$ cat config.mk
export PLATFORM = sky130hd
export DESIGN_NAME = bcast_fir_array
export DESIGN_NICKNAME = d
export VERILOG_FILES = /design/src/rtl/bfa_pkg.sv /design/src/rtl/bfa_ctrl.sv /design/src/rtl/bfa_pe.sv /design/src/rtl/bfa_datapath.sv /design/src/rtl/bcast_fir_array.sv
export SDC_FILE = /design/constraint.sdc
export NUM_CORES = 2
export LEC_CHECK = 0
export ABC_AREA = 0
export BUFFER_PORTS_ARGS = -buffer_cell sky130_fd_sc_hd__buf_2
export CORE_MARGIN = 4
export CORE_UTILIZATION = 65
export DETAILED_ROUTE_END_ITERATION = 12
export PLACE_DENSITY_LB_ADDON = 0.3
export SLEW_MARGIN = 30
export SYNTH_ARGS = -nofsm -noshare
export SYNTH_HDL_FRONTEND = slang
export SYNTH_SLANG_ARGS = --single-unit
$ cat constraint.sdc
create_clock -name clk -period 14.6 [get_ports clk]
set_clock_uncertainty 0.1 [all_clocks]
set_input_delay 2.92 -clock clk [delete_from_list [all_inputs] [get_ports clk]]
set_output_delay 2.92 -clock clk [all_outputs]
set_load 0.02 [all_outputs]
$ cat src/rtl/bfa_pkg.sv
package bfa_pkg;
  // number of filter taps (elements in the chain)
  localparam int TAPS = 3;

  // strobes from control to datapath
  typedef struct packed {
    logic            advance;  // accept a sample at this edge
    logic [TAPS-1:0] loadSel;  // one-hot coefficient load select
  } bfaStrobes_t;
endpackage

$ cat src/rtl/bfa_ctrl.sv
module bfa_ctrl
  import bfa_pkg::*;
#(
  parameter int ADDR_W = 2
) (
  input  logic              clk,
  input  logic              rst,
  input  logic              sampleValid,
  input  logic              coefWrite,
  input  logic [ADDR_W-1:0] coefAddr,
  output bfaStrobes_t       strobes,
  output logic              resultValid
);
  logic [TAPS-1:0] selDecode;

  // address decode; codes at or above TAPS have no target
  for (genvar k = 0; k < TAPS; k++) begin : g_dec
    assign selDecode[k] = coefWrite && (coefAddr == ADDR_W'(k));
  end

  assign strobes.advance = sampleValid;
  assign strobes.loadSel = selDecode;

  // output valid trails the accepted sample by the single chain register
  always_ff @(posedge clk) begin
    if (rst) resultValid <= 1'b0;
    else     resultValid <= sampleValid;
  end
endmodule

$ cat src/rtl/bfa_pe.sv
module bfa_pe #(
  parameter int DATA_W = 16,
  parameter int ACC_W  = 2 * DATA_W + 2
) (
  input  logic                     clk,
  input  logic                     rst,
  input  logic                     advance,
  input  logic                     loadEn,
  input  logic signed [DATA_W-1:0] coefIn,
  input  logic signed [DATA_W-1:0] sampleIn,
  input  logic signed [ACC_W-1:0]  sumIn,
  output logic signed [ACC_W-1:0]  sumOut
);
  localparam int PROD_W = 2 * DATA_W;

  logic signed [DATA_W-1:0] coefReg;
  logic signed [PROD_W-1:0] product;
  logic signed [ACC_W-1:0]  productExt;
  logic signed [ACC_W-1:0]  macValue;

  assign product    = coefReg * sampleIn;
  assign productExt = {{(ACC_W - PROD_W){product[PROD_W-1]}}, product};
  assign macValue   = productExt + sumIn;

  // resident coefficient
  always_ff @(posedge clk) begin
    if (rst)         coefReg <= '0;
    else if (loadEn) coefReg <= coefIn;
  end

  // one register per hop for the moving partial sum
  always_ff @(posedge clk) begin
    if (rst)          sumOut <= '0;
    else if (advance) sumOut <= macValue;
  end
endmodule

$ cat src/rtl/bfa_datapath.sv
module bfa_datapath
  import bfa_pkg::*;
#(
  parameter int DATA_W = 16,
  parameter int ACC_W  = 2 * DATA_W + 2
) (
  input  logic                     clk,
  input  logic                     rst,
  input  bfaStrobes_t              strobes,
  input  logic signed [DATA_W-1:0] sampleData,
  input  logic signed [DATA_W-1:0] coefData,
  output logic signed [ACC_W-1:0]  resultData
);
  // sumChain[k] is the output of the element holding tap k
  logic signed [ACC_W-1:0] sumChain [TAPS+1];

  // the element holding the oldest tap starts from zero
  assign sumChain[TAPS] = '0;

  for (genvar k = 0; k < TAPS; k++) begin : g_pe
    bfa_pe #(
      .DATA_W(DATA_W),
      .ACC_W (ACC_W)
    ) pe_i (
      .clk     (clk),
      .rst     (rst),
      .advance (strobes.advance),
      .loadEn  (strobes.loadSel[k]),
      .coefIn  (coefData),
      .sampleIn(sampleData),
      .sumIn   (sumChain[k+1]),
      .sumOut  (sumChain[k])
    );
  end

  assign resultData = sumChain[0];
endmodule

$ cat src/rtl/bcast_fir_array.sv
module bcast_fir_array
  import bfa_pkg::*;
#(
  parameter int DATA_W = 16,
  parameter int ADDR_W = 2
) (
  input  logic                            clk,
  input  logic                            rst,
  input  logic                            sampleValid,
  input  logic signed [DATA_W-1:0]        sampleData,
  input  logic                            coefWrite,
  input  logic [ADDR_W-1:0]               coefAddr,
  input  logic signed [DATA_W-1:0]        coefData,
  output logic                            resultValid,
  output logic signed [2*DATA_W+1:0]      resultData
);
  localparam int ACC_W = 2 * DATA_W + 2;

  bfaStrobes_t strobes;

  bfa_ctrl #(.ADDR_W(ADDR_W)) ctrl_i (
    .clk        (clk),
    .rst        (rst),
    .sampleValid(sampleValid),
    .coefWrite  (coefWrite),
    .coefAddr   (coefAddr),
    .strobes    (strobes),
    .resultValid(resultValid)
  );

  bfa_datapath #(.DATA_W(DATA_W), .ACC_W(ACC_W)) dp_i (
    .clk       (clk),
    .rst       (rst),
    .strobes   (strobes),
    .sampleData(sampleData),
    .coefData  (coefData),
    .resultData(resultData)
  );
endmodule

==> impl_results.rst <==
.. list-table::
   :header-rows: 1

   * - Metric
     - Value
   * - Top library cells by usage in the layout, fill and taps aside
     - inv_1, fa_1, nand2_1
   * - Avg Vias per Cell
     - 5.60
   * - First-pass GRT wire length
     - 141000 um
   * - Clock latency of the later-clocked register in the worst-skew pair
     - 0.47 ns
   * - CTS root buffer
     - clkbuf_16
   * - Sort of element at the end of the critical path
     - flop
   * - Final setup violation count
     - 0
   * - Initial antenna violation count
     - 0
   * - Post-detailed-route wirelength per cell
     - 17.3 um
   * - Type of the worst setup path
     - in2reg
   * - Setup repair after global routing missed its margin
     - false
   * - Syn Nets
     - 5261
   * - Share of async-settable or async-resettable flops after synthesis
     - 0%
   * - Final-report hold violation count
     - 0
   * - Flop and latch count out of synthesis
     - 148
   * - Final core utilization
     - 68.4%
   * - Number of enable flip-flop cells after synthesis
     - 0
   * - Final critical-path share of the clock period
     - between 60% and 70%
   * - Data arrival time of the worst path
     - 9.65 ns
   * - ANT nets after route
     - 0
   * - TritonCTS clock tree
     - done
   * - Shortest period the worst path allows
     - 9.38 ns
   * - P per Cell Area
     - 88.8 nW/um2
   * - DPL Wire Length
     - 64500 um
   * - Number of max-slew violations in the final report
     - 0
   * - Total standard cell area after synthesis
     - 37200 um2
   * - DIE AREA
     - 61100 um2
   * - Result of the run
     - complete, no violations
   * - Clock slew at reported path FFs
     - 0.07 ns
   * - Worst IR drop on VDD
     - 0.106 mV
   * - Area added between synthesis and finish
     - 3.84%
   * - Vert. Die Dim
     - 247 um
   * - Post-route total power
     - 3.43 mW
   * - CTS hold repair buffers
     - 0
   * - Number of antenna cells inserted
     - 0
   * - Number of cell rows
     - 87
   * - Maximum count of clock buffers along a single path
     - 2
   * - Hold Crit Class
     - reg2reg
   * - Number of global-route vias before repair
     - 28600
   * - Clk pwr share
     - 14.4%
   * - Iteration-0 DRC count of the detailed router
     - 1811
   * - Max-capacitance violation count
     - 0
   * - First-pass iteration count of the detailed router
     - 6
   * - Residual DRC count
     - 0
   * - Avg Cell Area, Syn
     - 9.14 um2
   * - Sum Neg Setup Slack
     - 0 ns
   * - Fmax
     - ~0.11 GHz
   * - Worst-path fanout max
     - between 40 and 50
   * - YS warnings
     - 0
   * - Most common library cell in the layout ignoring fill and taps
     - inv_1
   * - Register area share after synthesis
     - 7.96%
   * - Slew @ Worst Pin
     - between 0.9 and 1 ns
   * - Gr usage total
     - between 20% and 30%
   * - Global placement routability congestion
     - 0.879
   * - Initial core utilization
     - 65.9%
   * - Data required, critical path
     - 14.87 ns
   * - Sw power
     - between 1.5 and 2 mW
   * - Nature of the critical path startpoint
     - input pin
   * - Remaining Overflow, GRT
     - 0
   * - Library cells used by synthesis
     - 68
   * - Area of the placeable core
     - 56500 um2
   * - Gate count of the mapped netlist
     - 4071
   * - H-tree depth
     - 4
   * - Count of port buffers added during placement
     - between 70 and 80
   * - Post-CTS setup buffer count
     - 0
   * - Number of I/O pins
     - 73
   * - Detailed-route wire length
     - roughly 82000 um
   * - Number of buffers created by CTS
     - 17
   * - Vias post-DR
     - 26700
   * - Leakage power
     - 20.4 nW
   * - Post-Route Hold Slack
     - approximately 0.35 ns
   * - Flip-flop cell with the highest count after synthesis
     - dfxtp_1
   * - Pin count of the biggest net entering global routing
     - 80
   * - Clock sink total
     - about 150
   * - P_int
     - around 1.8 mW
   * - Fraction of layout cells with a size suffix above 1
     - 3.39%
   * - Comb power frac
     - 69.8%
   * - Number of resized instances in the post-cts repair step
     - 0
   * - Sequential fraction of design power
     - 15.9%
   * - Max-slew headroom at the worst pin
     - 37.1%
   * - Width of the die
     - between 200 and 250 um
   * - Filler cells
     - 4378
   * - Post-layout nets
     - 5193
   * - Switching Share
     - 48.3%
## synthesized netlist by cell type, drive strengths merged (19+ instances only)
cell type / n / area [um2]
o21ai: 55 / 275
ha: 286 / 3580
and2: 367 / 2300
a21o: 35 / 263
xor2: 19 / 166
mux2i: 62 / 621
nand2: 513 / 1930
fa: 866 / 17300
inv: 976 / 3660
xnor2: 79 / 692
nand3: 20 / 100
dfxtp: 148 / 2960
nor2: 145 / 544
clkbuf: 169 / 634
a21oi: 124 / 624
nand2b: 22 / 138
## flip-flops by register name, summed over array words and instances (netlist names)
name / flops
dp_i.g_pe.pe_i.coefReg: 48
dp_i.g_pe.pe_i.sumOut: 99
ctrl_i.resultValid: 1
## worst max-delay path, cell delays in order
cell and delay, ns:
buf_2 0.08, buf_4 0.56, nand2_1 0.17, fa_1 0.56
inv_1 0.05, fa_1 0.52, inv_1 0.06, fa_1 0.53
inv_1 0.05, fa_1 0.44, fa_1 0.49, inv_1 0.05
fa_1 0.47, inv_1 0.04, ha_1 0.33, and4_1 0.23
nand4_1 0.09, and3b_1 0.21, o41ai_1 0.70, o21ai_1 0.29
nand3_1 0.16, nand2_1 0.06, a211o_1 0.29, a32o_1 0.24
## cells by family after synthesis
kind of cell / share of synthesized area [%]
buf+inv: 11.6
fa+ha+maj: 56.2
simple gates: 14.8
compound gates: 5.36
flops: 7.96
xor+xnor: 2.31
mux: 1.70
## per-stage QoR
step	setup slack (ns)	std cells	instance area [um2]
global placement	4.95	4740	38000
global route	4.78	4772	38600
finish	5.22	4772	38600
floorplan	5.66	4071	37200
CTS	5.29	4772	38600
detailed placement	4.81	4740	38000
## power by group through the flow
| stage | Combinational (mW) | Clock, mW | Sequential, mW |
|---|---|---|---|
| 2_1_floorplan | 1.89 | 0 | 0.545 |
| 3_3_place_gp | 2.31 | 0 | 0.550 |
| 3_5_place_dp | 2.39 | 0 | 0.551 |
| 4_1_cts | 2.41 | 0.501 | 0.543 |
| 5_1_grt | 2.75 | 0.517 | 0.552 |
| 6_report | 2.39 | 0.493 | 0.544 |
## worst paths after layout
check / startpoint / to / slack (ns) / cells past startpoint
max: sampleData[7] / dp_i.g_pe[1].pe_i.sumOut[30]$_SDFFE_PP0P_ / 5.22 / 24
min: dp_i.g_pe[0].pe_i.sumOut[29]$_SDFFE_PP0P_ / dp_i.g_pe[0].pe_i.sumOut[29]$_SDFFE_PP0P_ / 0.35 / 2
max reg2reg: dp_i.g_pe[1].pe_i.coefReg[15]$_SDFFE_PP0P_ / dp_i.g_pe[1].pe_i.sumOut[32]$_SDFFE_PP0P_ / 7.57 / 21
min reg2reg: dp_i.g_pe[0].pe_i.sumOut[29]$_SDFFE_PP0P_ / dp_i.g_pe[0].pe_i.sumOut[29]$_SDFFE_PP0P_ / 0.35 / 2
## layer usage
layer	routed length, um	global-route usage, %
met3	5360	3.49
met5	0	0
met2	41100	48.7
met1	32400	38.6
met4	3470	11.0
## area by class of cell
| class | instances | area (um2) | area share [%] |
|---|---|---|---|
| clock buffers | 21 | 460 | 1.19 |
| multi-input cells | 2771 | 29900 | 77.5 |
| clock inverters | 11 | 168 | 0.434 |
| inverters | 976 | 3660 | 9.48 |
| flip-flops and latches | 148 | 2960 | 7.67 |
| well taps | 756 | 946 | 2.45 |
| repair buffers | 89 | 500 | 1.30 |
(Power assumes the default switching activity.)
